--- config.mk ---
export PLATFORM = sky130hd
export DESIGN_NAME = dma_irq_vector
export DESIGN_NICKNAME = d
export VERILOG_FILES = /design/src/rtl/divu_pkg.sv /design/src/rtl/divu_prio_enc.sv /design/src/rtl/divu_flag_bank.sv /design/src/rtl/divu_req_fsm.sv /design/src/rtl/dma_irq_vector.sv
export SDC_FILE = /design/constraint.sdc
export NUM_CORES = 1
export LEC_CHECK = 0
export ABC_CLOCK_PERIOD_IN_PS = 2800
export BUFFER_PORTS_ARGS = -buffer_cell sky130_fd_sc_hd__buf_2
export CAP_MARGIN = 20
export CORE_UTILIZATION = 35
export DETAILED_ROUTE_END_ITERATION = 10
export MAX_ROUTING_LAYER = met4
export PLACE_DENSITY_LB_ADDON = 0.05
export SLEW_MARGIN = 20
export SYNTH_ARGS = -nofsm -noshare
export SYNTH_HDL_FRONTEND = slang
export SYNTH_SLANG_ARGS = --single-unit
export TNS_END_PERCENT = 100
--- constraint.sdc ---
create_clock -name clk -period 2.8 [get_ports clk]
set_input_delay 0.56 -clock clk [delete_from_list [all_inputs] [get_ports clk]]
set_output_delay 0.56 -clock clk [all_outputs]
set_load 0.05 [all_outputs]
--- src/rtl/divu_pkg.sv ---
package divu_pkg;

    typedef enum logic [1:0] {
        ST_QUIET   = 2'd0,
        ST_MASKED  = 2'd1,
        ST_REQUEST = 2'd2
    } req_state_e;

    localparam logic [1:0] REG_FLAGS  = 2'd0;
    localparam logic [1:0] REG_ENABLE = 2'd1;
    localparam logic [1:0] REG_VECTOR = 2'd2;
    localparam logic [1:0] REG_CTRL   = 2'd3;

endpackage

--- src/rtl/divu_prio_enc.sv ---
module divu_prio_enc #(
    parameter int NUM_CH = 3,
    parameter int CODE_W = 3
) (
    input  logic [NUM_CH-1:0] pend,
    output logic [NUM_CH-1:0] winner,
    output logic [CODE_W-1:0] code
);
    // blocked[i] is set when any channel above i in priority is pending
    logic [NUM_CH:0] blocked;

    assign blocked[0] = 1'b0;

    genvar g;
    generate
        for (g = 0; g < NUM_CH; g++) begin : g_chain
            assign blocked[g+1] = blocked[g] | pend[g];
            assign winner[g]    = pend[g] & ~blocked[g];
        end
    endgenerate

    always_comb begin
        code = '0;
        for (int i = 0; i < NUM_CH; i++) begin
            if (winner[i]) begin
                code = code | CODE_W'(2 * (i + 1));
            end
        end
    end

endmodule

--- src/rtl/divu_flag_bank.sv ---
module divu_flag_bank #(
    parameter int NUM_CH = 3
) (
    input  logic              clk,
    input  logic              rst_n,
    input  logic [NUM_CH-1:0] set_req,
    input  logic [NUM_CH-1:0] clr_req,
    output logic [NUM_CH-1:0] flags_q,
    output logic [NUM_CH-1:0] flags_d
);
    genvar g;
    generate
        for (g = 0; g < NUM_CH; g++) begin : g_flag
            // a set in the same cycle as a clear wins, so the event is kept
            assign flags_d[g] = set_req[g] | (flags_q[g] & ~clr_req[g]);

            always_ff @(posedge clk or negedge rst_n) begin
                if (!rst_n) begin
                    flags_q[g] <= 1'b0;
                end else begin
                    flags_q[g] <= flags_d[g];
                end
            end
        end
    endgenerate

endmodule

--- src/rtl/divu_req_fsm.sv ---
module divu_req_fsm
    import divu_pkg::*;
(
    input  logic       clk,
    input  logic       rst_n,
    input  logic       pend_nxt,
    input  logic       gie_nxt,
    output req_state_e state,
    output logic       irq
);
    req_state_e state_d;

    always_ff @(posedge clk or negedge rst_n) begin
        if (!rst_n) begin
            state <= ST_QUIET;
        end else begin
            state <= state_d;
        end
    end

    always_comb begin
        state_d = state;
        unique case (state)
            ST_QUIET, ST_MASKED, ST_REQUEST: begin
                if (!pend_nxt) begin
                    state_d = ST_QUIET;         // go_quiet
                end else if (!gie_nxt) begin
                    state_d = ST_MASKED;        // go_masked
                end else begin
                    state_d = ST_REQUEST;       // go_request
                end
            end
            default: state_d = ST_QUIET;
        endcase
    end

    always_comb begin
        irq = (state == ST_REQUEST);
    end

endmodule

--- src/rtl/dma_irq_vector.sv ---
module dma_irq_vector
    import divu_pkg::*;
#(
    parameter int NUM_CH = 3,
    parameter int DATA_W = 16
) (
    input  logic              clk,
    input  logic              rst_n,
    input  logic [NUM_CH-1:0] tc_pulse,
    input  logic [1:0]        bus_addr,
    input  logic              bus_wr,
    input  logic              bus_rd,
    input  logic [DATA_W-1:0] bus_wdata,
    output logic [DATA_W-1:0] bus_rdata,
    output logic              irq
);
    localparam int CODE_W = $clog2(2 * NUM_CH + 1);

    logic [NUM_CH-1:0] flags_q, flags_d;
    logic [NUM_CH-1:0] en_q, en_d;
    logic              gie_q, gie_d;
    logic [NUM_CH-1:0] winner;
    logic [CODE_W-1:0] vec_code;
    logic [NUM_CH-1:0] clr_req;
    logic              wr_flags, wr_enable, wr_ctrl, vec_access;
    req_state_e        req_state;

    assign wr_flags   = bus_wr && (bus_addr == REG_FLAGS);
    assign wr_enable  = bus_wr && (bus_addr == REG_ENABLE);
    assign wr_ctrl    = bus_wr && (bus_addr == REG_CTRL);
    assign vec_access = (bus_wr || bus_rd) && (bus_addr == REG_VECTOR);

    divu_prio_enc #(.NUM_CH(NUM_CH), .CODE_W(CODE_W)) u_prio (
        .pend   (flags_q & en_q),
        .winner (winner),
        .code   (vec_code)
    );

    always_comb begin
        clr_req = '0;
        if (wr_flags)   clr_req = clr_req | bus_wdata[NUM_CH-1:0];
        if (vec_access) clr_req = clr_req | winner;
    end

    divu_flag_bank #(.NUM_CH(NUM_CH)) u_flags (
        .clk     (clk),
        .rst_n   (rst_n),
        .set_req (tc_pulse),
        .clr_req (clr_req),
        .flags_q (flags_q),
        .flags_d (flags_d)
    );

    assign en_d  = wr_enable ? bus_wdata[NUM_CH-1:0] : en_q;
    assign gie_d = wr_ctrl ? bus_wdata[0] : gie_q;

    always_ff @(posedge clk or negedge rst_n) begin
        if (!rst_n) begin
            en_q  <= '0;
            gie_q <= 1'b0;
        end else begin
            en_q  <= en_d;
            gie_q <= gie_d;
        end
    end

    divu_req_fsm u_fsm (
        .clk      (clk),
        .rst_n    (rst_n),
        .pend_nxt (|(flags_d & en_d)),
        .gie_nxt  (gie_d),
        .state    (req_state),
        .irq      (irq)
    );

    always_ff @(posedge clk or negedge rst_n) begin
        if (!rst_n) begin
            bus_rdata <= '0;
        end else if (bus_rd) begin
            unique case (bus_addr)
                REG_FLAGS:  bus_rdata <= DATA_W'(flags_q);
                REG_ENABLE: bus_rdata <= DATA_W'(en_q);
                REG_VECTOR: bus_rdata <= DATA_W'(vec_code);
                REG_CTRL:   bus_rdata <= DATA_W'(gie_q);
                default:    bus_rdata <= '0;
            endcase
        end
    end

endmodule

==> results of run 1 <==
==> cell usage after synthesis, drive strengths merged, types with 2 or more instances <==
library cell	instances	area, um^2
buf	15	114
inv	4	15.0
nor2b	2	15.0
nand2	3	11.3
mux2	4	52.6
nand3	4	20.0
a31o	2	17.5
dfrtp	12	300
a31oi	2	12.5
a21boi	3	22.5
nand3b	3	35.0
a21oi	4	20.0
nor2	11	41.3
mux2i	2	20.0
==> sequential cells by signal, summed over array words and instances, names as in the netlist <==
| register | cells |
|---|---|
| bus_rdata | 3 |
| en_q | 3 |
| u_flags.flags_q | 3 |
| u_fsm.state | 2 |
| gie_q | 1 |
==> cells by family after synthesis <==
group | Yosys count | synth area share, %
compound gates | 16 | 15.2
mux | 6 | 9.67
buf+inv | 19 | 17.2
other cells | 1 | 0.500
flops | 12 | 40.0
simple gates | 24 | 17.5
==> layer usage <==
metal / global-route usage [%] / vias to the layer above
met1: 18.3 / 270
li1: - / 278
met5: - / -
met3: 2.52 / 4
met2: 22.3 / 17
met4: 10.3 / 0
==> worst max path at each step <==
stage,start,to,slack [ns],cells past startpoint
4_1_cts,bus_addr[0],u_fsm.state[1],1.11,6
2_1_floorplan,bus_addr[0],u_fsm.state[0],0.98,6
6_report,bus_addr[1],u_fsm.state[1],1.13,6
3_5_place_dp,bus_addr[0],u_fsm.state[1],0.82,6
5_1_grt,bus_addr[1],u_fsm.state[1],1.01,6
3_3_place_gp,bus_addr[1],u_fsm.state[1],0.83,6
==> final cells by class <==
type / count / area (um^2) / share of cell area (%)
Clock buffer: 4 / 36.3 / 4.39
Sequential cell: 12 / 300 / 36.3
Tap cell: 27 / 33.8 / 4.08
Multi-Input combinational cell: 59 / 367 / 44.3
Timing Repair Buffer: 15 / 75.1 / 9.08
Inverter: 4 / 15.0 / 1.82
==> cells in the final DEF, fill, tap and decap left out, types with 2 or more instances in the layout <==
master / n
sky130_fd_sc_hd__a21boi_0: 2
sky130_fd_sc_hd__dfrtp_1: 12
sky130_fd_sc_hd__a31oi_1: 2
sky130_fd_sc_hd__a21oi_1: 4
sky130_fd_sc_hd__mux2_4: 2
sky130_fd_sc_hd__inv_1: 4
sky130_fd_sc_hd__nor2_1: 11
sky130_fd_sc_hd__conb_1: 13
sky130_fd_sc_hd__buf_2: 15
sky130_fd_sc_hd__nand2_1: 3
sky130_fd_sc_hd__clkbuf_4: 3
sky130_fd_sc_hd__nand3_1: 4
sky130_fd_sc_hd__nand3b_1: 2
sky130_fd_sc_hd__a31o_2: 2
sky130_fd_sc_hd__mux2_2: 2
sky130_fd_sc_hd__mux2i_1: 2
==> per-stage QoR <==
stage	hold slack, ns	total power [uW]
floorplan	0.264	391
global route	0.166	585
CTS	0.158	559
detailed placement	0.462	418
global placement	0.463	419
finish	0.152	552
==> power by group through the flow <==
stage / sequential (uW) / combinational, uW / clock, uW
after floorplan: 248 / 143 / 0
after global placement: 230 / 189 / 0
after detailed placement: 230 / 189 / 0
after CTS: 226 / 189 / 143
after global routing: 231 / 206 / 148
final: 226 / 187 / 139
==> worst max-delay path, cell delays in order <==
cell	delay, ns
sky130_fd_sc_hd__buf_2	0.17
sky130_fd_sc_hd__nand3b_4	0.19
sky130_fd_sc_hd__mux2_4	0.31
sky130_fd_sc_hd__a21boi_1	0.13
sky130_fd_sc_hd__a222oi_1	0.40
sky130_fd_sc_hd__nor2_1	0.07
==> metrics list, run 1 <==
- Antenna violations before repair: 0
- Outcome: completed
- For this run, the number of Yosys warnings is 0.
- Routability-driven placement finished with a final weighted congestion of 0.737.
- Counting I/O delays and the setup requirement, the final critical path takes 1.67 ns.
- Drt pass-1 iters: 6
- Global-route wire length before repair: 2530 um
- The clock drives 12 sinks.
* Crit-path max FO: 9
- The HPWL after detailed placement is 1120 um.
- Worst flop-to-flop path startpoint: en_q[0]
- Worst reg-to-reg path cell count: 5
- Longest Clk Path Bufs: 2
- Maximum number of pins on one net before global-route repair: 13
- Of the total power, the share spent switching nets is roughly two fifths.
- Final WL: 1420 um
- Mapped Avg Cell Area: 9.62 um^2
- Fmax achieved: about 600 MHz
- Proportion of layout cells with a drive suffix above 1: 28.7%
- Gr usage total: 14.9%
- Global route total overflow: 0
* Power dissipated by switching net loads: approximately 210 uW
- Worst-case clock skew: 0.00544 ns
- For this block, wires on met1 add up to approximately 680 um.
* Core utilization of the finished layout: 41.7%
* Routed wirelength normalized by instance count: 11.7 um
- In the synthesized netlist the dominant register cell turns out to be sky130_fd_sc_hd__dfrtp_1.
* Max-cap viol count: 0
* Number of buffers created by CTS: 3
* Chip width: ~48 um
- From synthesis to final layout, the design area changed by 10.2%.
* Die footprint: 0.00233 mm^2
* Total length of routed met3 wires: 60 um
- After routing the design area is 827 um^2.
* H-tree depth reported by CTS: 1
- The internal portion of the total power is 339 uW.
* Max rail drop VDD: 0.384 mV
- Required time of the critical path: 2.96 ns
- Site row count: 16
* Setup slack on the worst flop-to-flop path: approximately 1.3 ns
- Instance count of the mapped netlist: 78
- The final layout contains 120 nets.
- Gates resized during post-CTS repair numbered 0.
* Final Max Tran Viols: 0
- The tightest min-delay check is of the primary input to asynchronous set/reset pin type.
- In this run the tool buffered the top-level ports with 15 buffer cells.
- Sequential share of power: 41.0%
* Number of DRC violations after detailed-routing iteration 0: 10
- Data arrives at the worst endpoint at ~1.8 ns.
- At the placement stage, the worst setup path has a slack of 0.818 ns.
- Reg2reg end: u_fsm.state[1]
- Clock-pin slew was measured on the worst setup and hold paths at 0.08 ns.
* Final cycle utilization of the critical path: about three fifths
- Amount of wire on met2 after detailed routing: 632 um
- Post-synth EDFFs: 0
- The worst setup path is captured at a register.
* Die Ht: 48.3 um
- The total area inside the core boundary comes to 0.00198 mm^2.
- CTS hold repair buffers: 0
- For this run, asynchronously set or reset flops after synthesis account for 100%.
- TritonCTS built the clock tree.
- DRC violation count after routing: 0
* Post-synthesis instance area: 751 um^2
* I/O pin total: 42
* Post-DR vias/cell: 4.70
* Critical path start-end classification: primary input to register
- Setup repair after global routing left no endpoint under its margin.
* Synth unique cells: 27
- Final ANT Viol Nets: 0
* Number of standard cells in the layout, taps in and fillers out: roughly 120
- In this run the cell area measured after placement is between 700 and 800 um^2.
* Root Driver: sky130_fd_sc_hd__clkbuf_4
- Final setup viols: 0
- For this configuration, the core starts out at a cell density of 37.9%.
- Setup slack closes at 1.13 ns.
- The detailed router used layers up to and including met4.
* Vias: 569
* Number of global-route vias before repair: 565
- The clock reaches the later pin of the worst-skew pair after 0.28 ns.
* FF+latch count, synth: 12
- Total Negative Setup Slacks: 0 ns
- Leakage power: a little over 0.0004 uW
- Clock network fraction of total power: between 20 and 30%
- Sequential-to-total area share from yosys stat: 40.0%
- In this run the post-CTS setup repair buffer count came out at 0.
* PD cells: 667 mW/mm^2
- The filler cells instantiated in the layout total 210.
- Critical path launch point type: primary input
- Placed Cells incl. Taps: between 100 and 150
- The number of antenna diodes in the final layout is 0.
- Fraction of power consumed by combinational cells: roughly 34%
- Final hold viol count: 0
No activity file was read; power rests on OpenSTA's default activity.
==> run 2, diff against run 1 <==
--- a/config.mk
+++ b/config.mk
@@ -5,7 +5,7 @@
 export SDC_FILE = /design/constraint.sdc
 export NUM_CORES = 1
 export LEC_CHECK = 0
-export ABC_CLOCK_PERIOD_IN_PS = 2800
+export ABC_CLOCK_PERIOD_IN_PS = 1600
 export BUFFER_PORTS_ARGS = -buffer_cell sky130_fd_sc_hd__buf_2
 export CAP_MARGIN = 20
 export CORE_UTILIZATION = 35
==> constraint.sdc (replaced) <==
create_clock -name clk -period 1.6 [get_ports clk]
set_input_delay 0.32 -clock clk [delete_from_list [all_inputs] [get_ports clk]]
set_output_delay 0.32 -clock clk [all_outputs]
set_load 0.05 [all_outputs]
==> metrics list, run 2 (synthesized netlist as in run 1, its figures left out) <==
* Core utilization of the finished layout: 47.1% (+5.4 points)
- Post-placement cell area: 858 um^2 (+8.5%)
* Source-to-sink clock delay at the later pin of the worst-skew pair: 0.28 ns (about the same)
- The arrival time reported for the critical path endpoint is 1.67 ns (-0.16 ns).
- Final hold viol count: 0 (unchanged)
- Worst-case clock skew: 0.00157 ns (-0.00387 ns)
- The delay of the slowest cell on the worst path came to 0.41 ns (about the same).
* Root Driver: sky130_fd_sc_hd__clkbuf_4
- The final critical-path setup slack was 0.0911 ns (-1.04 ns).
- The clock net sink count is 12 (unchanged).
- The worst vdd rail ir drop is 0.591 mV (+54%).
- The leakage power is 0.000469 uW (+16%).
- Time the worst path needs with I/O delays and setup: 1.51 ns
* Number of DRC violations after detailed-routing iteration 0: 16 (+6)
* Power Total: 1020 uW (+85%)
- Slowest cell on crit path: sky130_fd_sc_hd__dfrtp_1
* Nets@finish: 133 (+11%)
* Global-route wire length before repair: 2660 um (+5.2%)
- Fmax achieved: around 660 MHz
- Final ANT Viol Nets: 0 (unchanged)
- Gr usage total: 15.4% (+0.51 points)
* Final setup viols: 0 (unchanged)
- Number of global-route vias before repair: 590 (+4.4%)
- The detailed-route DRC error count is 0 (unchanged).
- The top fanout value on the critical path is 3 (-6).
- The die footprint is 0.00233 mm^2 (unchanged).
- Site row count: 16 (unchanged)
- The data required time of the worst path was 1.76 ns (-1.20 ns).
- In this design, the largest share of critical-path delay is due to compound AO/OA/AOI/OAI gates.
- I/O pin total: 42 (unchanged)
- Detailed Place HPWL: 1210 um (+8.1%)
* Clock-pin slew on the worst setup and hold paths: 0.08 ns (about the same)
* Max-cap viol count: 0 (unchanged)
- CTS tree: built
- Effective utilization at floorplan: 37.9% (unchanged)
- The total detailed-routing wirelength was 1570 um (+10%).
- The number of antenna diodes is 0 (unchanged).
- The minimum setup slack after placement was -0.0985 ns (-0.917 ns).
* Post-DR vias/cell: 4.64 (-1.3%)
- The global route total overflow came to 0 (unchanged).
* Critical Path, Cell by Cell: buf_6 > mux2_4 > a21boi_1 > a222oi_1 > nor2_1
* Number of buffers created by CTS: 3 (unchanged)
- PortBufs: 15 (unchanged)
- The maximum count of clock buffers along a single path is 2 (unchanged).
- Final cycle utilization of the critical path: 94.3%
* Routed wirelength normalized by instance count: 11.7 um (-0.27%)
* Unrepaired setup endpoints after global routing: yes
* Final Max Tran Viols: 0 (unchanged)
* Drt pass-1 iters: 4 (-2)
- The path class of the tightest hold or removal check is primary input to register.
* Critical path launch point type: register
* Outcome: completed
- Chip width: 48.3 um (unchanged)
- The area growth from synthesis to layout is 24.3%.
- Core outline area: 0.00198 mm^2 (unchanged)
* CP Buf/Inv Count: 1 (unchanged)
- The worst setup path is of the register to register kind.
- The initial antenna violation count was 0 (unchanged).
- Die Ht: 48.3 um (unchanged)
* GP Congestion: 0.761 (+3.1%)
* Proportion of layout cells with a drive suffix above 1: 37.4% (+8.7 points)
* PD cells: 1100 mW/mm^2 (+64%)
* Leading cell type in the layout, fill and taps excluded: sky130_fd_sc_hd__buf_2
- Setup slack on the worst flop-to-flop path: 0.09 ns (-1.19 ns)
- The maximum number of pins on one net before global-route repair was 13 (unchanged).
- Total non-filler cell area in the finished layout: 933 um^2 (+13%)
* Vias: 622 (+9.3%)
- The largest registers in the layout are bus_rdata x3, en_q x3, u_flags.flags_q x3.
- The top cell types in the final layout, fill and taps aside, are sky130_fd_sc_hd__buf_2 (15), sky130_fd_sc_hd__conb_1 (13), sky130_fd_sc_hd__dfrtp_1 (12), sky130_fd_sc_hd__nor2_1 (11), sky130_fd_sc_hd__buf_4 (11).
- Total Negative Setup Slacks: 0 ns (unchanged)
* H-tree depth reported by CTS: 1 (unchanged)
- STA classifies the critical path endpoint as a register.
==> run 2: path summary, 6_finish.rpt <==
check / startpoint / endpoint / depth (start not counted)
max: en_q[0] / u_fsm.state[0] / 5
min: tc_pulse[1] / u_flags.flags_q[1] / 2
max reg2reg: en_q[0] / u_fsm.state[0] / 5
min reg2reg: bus_rdata[0] / bus_rdata[0] / 2
max in group asynchronous: rst_n / gie_q / 2
min in group asynchronous: rst_n / u_flags.flags_q[2] / 2
==> run 2: power breakdown <==
part	switching [uW]	internal (uW)	leakage, uW	total, uW
logic	243	139	0.000313	382
registers	39.8	355	0.000134	395
clock network	108	138	0.0000210	247
==> run 2: worst register-to-register path: stages, from the launching register on <==
cell	delay (ns)
sky130_fd_sc_hd__dfrtp_1	0.41
sky130_fd_sc_hd__buf_6	0.13
sky130_fd_sc_hd__mux2_4	0.26
sky130_fd_sc_hd__a21boi_1	0.13
sky130_fd_sc_hd__a222oi_1	0.37
sky130_fd_sc_hd__nor2_1	0.09
==> run 2: final cells by class <==
cell class                 instances  area [um^2]
fill                             197         1050
inverter                           4         15.0
timing repair buffer              28          179
tap                               27         33.8
clock buffer                       4         36.3
multi-input combinational         59          369
sequential                        12          300
==> run 2: timing repair <==
| action | in CTS | in global routing |
|---|---|---|
| endpoints found under the setup margin | 0 | 2 |
| gates resized for setup | 0 | 3 |
| hold buffers | 1 | 0 |
| setup buffers | 0 | 3 |
| endpoints found under the hold margin | 12 | 0 |
==> run 2: per-stage QoR <==
step / std cells / hold slack [ns]
finish: 134 / 0.263
floorplan: 90 / 0.0244
global route: 134 / 0.257
CTS: 131 / 0.255
detailed placement: 126 / 0.219
global placement: 126 / 0.218
==> run 2: layer usage <==
layer / part of all wire [%] / GRT usage (%)
met2: 47 / 24.4
met1: 48 / 19.4
met5: 0 / -
met4: 1.3 / 7.35
met3: 3.8 / 2.20
==> run 3, diff against run 2 <==
--- a/config.mk
+++ b/config.mk
@@ -8,11 +8,10 @@
 export ABC_CLOCK_PERIOD_IN_PS = 1600
 export BUFFER_PORTS_ARGS = -buffer_cell sky130_fd_sc_hd__buf_2
 export CAP_MARGIN = 20
-export CORE_UTILIZATION = 35
+export CORE_UTILIZATION = 43
 export DETAILED_ROUTE_END_ITERATION = 10
 export MAX_ROUTING_LAYER = met4
 export PLACE_DENSITY_LB_ADDON = 0.05
-export SLEW_MARGIN = 20
 export SYNTH_ARGS = -nofsm -noshare
 export SYNTH_HDL_FRONTEND = slang
 export SYNTH_SLANG_ARGS = --single-unit
==> metrics list, run 3 (synthesized netlist as in run 1, its figures left out) <==
- The final-report setup violation count was 0 (unchanged).
- Die Ht: 43.8 um (-9.4%)
- The worst vdd rail ir drop was 0.653 mV (+10%).
- PortBufs: 15 (unchanged)
* Core outline area: 0.00158 mm^2 (-20%)
* Effective utilization at floorplan: 47.6% (+9.7 points)
* Number of diodes: 0 (unchanged)
- Leading cell types in the layout, fill and taps excluded: sky130_fd_sc_hd__buf_2 (15), sky130_fd_sc_hd__conb_1 (13), sky130_fd_sc_hd__dfrtp_1 (12), sky130_fd_sc_hd__nor2_1 (11), sky130_fd_sc_hd__buf_4 (9)
- The via count of the first global-routing pass is 516 (-13%).
- The tree is rooted in a sky130_fd_sc_hd__clkbuf_4.
* Leading cell type in the layout, fill and taps excluded: sky130_fd_sc_hd__buf_2
- The final non-filler cell area came to 880 um^2 (-5.8%).
* Longest Clk Path Bufs: 2 (unchanged)
* Final cycle utilization of the critical path: 92.9% (-1.5 points)
* CTS tree: built
- The worst register-to-register path begins at u_flags.flags_q[0].
* Power dissipated by switching net loads: 369 uW (-5.5%)
- Global route total overflow: 0 (unchanged)
- The checks that failed: design-rule violations.
- The depth of the CTS H-tree was 1 (unchanged).
- Clock-pin slew on the worst setup and hold paths: 0.07 ns (about the same)
- Outcome: finished, violations left
- The initial antenna violation count was 0 (unchanged).
- The hold violation total from the final report is 0 (unchanged).
- Required time of the critical path: 1.75 ns (about the same)
* Time the worst path needs with I/O delays and setup: 1.49 ns (-0.0232 ns)
- The worst setup path is captured at a register.
- Final Max Tran Viols: 0 (unchanged)
* Class of the most critical hold timing path: primary input to register
- The estimated wirelength of the detail-placed design came to 1080 um (-11%).
- GP Congestion: 0.771 (+1.4%)
- Clock network fraction of total power: 19.3% (-4.8 points)
- The clock net sink count is 12 (unchanged).
- Sequential share of power: 41.8% (+3.2 points)
* Number of buffers created by CTS: 3 (unchanged)
- The arrival time reported for the critical path endpoint is 1.63 ns (-0.04 ns).
- Maximum number of pins on one net before global-route repair: 13 (unchanged)
- I/O pin total: 42 (unchanged)
- Nets@finish: 130 (-2.3%)
- Fmax achieved: 673 MHz (+1.6%)
- The total detailed-routing wirelength is 1420 um (-9.3%).
- Critical Path, Cell by Cell: nand2_2 > nand3b_1 > o31a_1 > a222oi_1 > nor2_1
- Worst-case clock skew: 0.00317 ns (+0.00160 ns)
- The number of violations of the max-capacitance limit came to 0 (unchanged).
- Maximum single-stage delay on the critical path: 0.40 ns (about the same)
- The power density over the cells is 1060 mW/mm^2 (-2.9%).
- The area of placed instances is 837 um^2 (-2.5%).
* Proportion of layout cells with a drive suffix above 1: 35.0% (-2.4 points)
* Drt pass-1 iters: 7 (+3)
* Global-route wire length before repair: 2270 um (-15%)
- The top fanout value on the critical path came to 4 (+1).
* Final ANT Viol Nets: 0 (unchanged)
- Unrepaired setup endpoints after global routing: no
- Post-layout worst setup margin: 0.114 ns (+0.0232 ns)
- The violation count after the first detailed-routing iteration came to 27 (+11).
* Site row count: 14 (-2)
- The detailed-route DRC error count came to 8 (+8).
* Post-DR vias/cell: 5.07 (+9.2%)
- Leakage power: 0.000446 uW (-4.9%)
- Core utilization of the finished layout: 55.8% (+8.7 points)
- Share of total power consumed by net switching: 39.4% (+1.2 points)
- The worst setup path is of the register to register kind.
- Die footprint: 0.00192 mm^2 (-18%)
- Hold path start: tc_pulse[1]
* Worst reg-to-reg path cell count: 5 (unchanged)
* Gr usage total: 17.6% (+2.2 points)
- Slowest cell on crit path: sky130_fd_sc_hd__dfrtp_1
* Routed wirelength normalized by instance count: 11.9 um (+2.2%)
* Source-to-sink clock delay at the later pin of the worst-skew pair: 0.27 ns (about the same)
- Worst Setup Slack post-DPL: -0.0868 ns (+0.0117 ns)
* Fraction of power consumed by combinational cells: 39.0% (+1.7 points)
* Hold Crit Depth: 2 (unchanged)
- Critical path launch point type: register
* Vias: 603 (-3.1%)
- The width of the chip is 43.8 um (-9.4%).
- The area growth from synthesis to layout is 17.2%.
* Min Hold Slack: 0.257 ns (-0.00525 ns)
- Startpoint of the most critical setup path: u_flags.flags_q[0]
* Biggest registers after layout: bus_rdata x3, en_q x3, u_flags.flags_q x3
- The cell-internal power is 567 uW (-10%).
==> run 3: cell count changes in the layout (fill, tap and decap cells not counted) <==
cell / delta
sky130_fd_sc_hd__a21boi_0: +1
sky130_fd_sc_hd__clkbuf_8: -1
sky130_fd_sc_hd__buf_6: -1
sky130_fd_sc_hd__buf_4: -2
sky130_fd_sc_hd__a21boi_1: -1
==> run 3: layer usage <==
metal / global-route usage [%] / part of all wire (%) / vias up
met1: 21.4 / 47 / 277
met5: - / 0 / -
li1: - / - / 301
met3: 3.75 / 3.9 / 2
met2: 25.4 / 49 / 23
met4: 13.1 / 0.14 / 0
==> run 3: worst max-delay path: cells and delay by family, from the launching register on <==
family,cells,cell delay [ns]
flops,1,0.40
simple gates,3,0.26
compound gates,2,0.70
==> run 3: power groups by stage <==
stage / combinational (uW) / clock, uW / sequential, uW
after floorplan: 250 / 0 / 434
after CTS: 355 / 188 / 391
final: 365 / 180 / 391
after global routing: 393 / 207 / 397
after detailed placement: 352 / 0 / 397
after global placement: 352 / 0 / 396
==> run 3: worst paths after layout <==
| check | endpoint | slack, ns |
|---|---|---|
| max | u_fsm.state[0] | 0.11 |
| min | u_flags.flags_q[1] | 0.26 |
| min reg2reg | bus_rdata[2] | 0.52 |
| min in group asynchronous | en_q[1] | 0.46 |
| max in group asynchronous | bus_rdata[1] | 0.93 |
| max reg2reg | u_fsm.state[0] | 0.11 |
==> run 3: what timing repair did <==
| action | in CTS | in global routing |
|---|---|---|
| hold buffers | 1 | 0 |
| buffers inserted | 0 | 1 |
| resized for setup | 0 | 1 |
| setup endpoints to repair | 0 | 2 |
| hold endpoints to repair | 12 | 0 |
==> run 3: cell type report <==
| type | count | area [um^2] |
|---|---|---|
| fill | 147 | 697 |
| multi-input combinational | 59 | 369 |
| sequential | 12 | 300 |
| timing repair buffer | 25 | 153 |
| clock buffer | 3 | 22.5 |
| tap | 16 | 20.0 |
| inverter | 4 | 15.0 |
==> run 3: metrics by stage <==
stage	power (uW)	instances	TNS, ns
6_report	936	119	0
5_1_grt	997	119	0
4_1_cts	935	118	0
3_5_place_dp	749	114	-0.171
3_3_place_gp	748	114	-0.181
2_1_floorplan	684	90	0
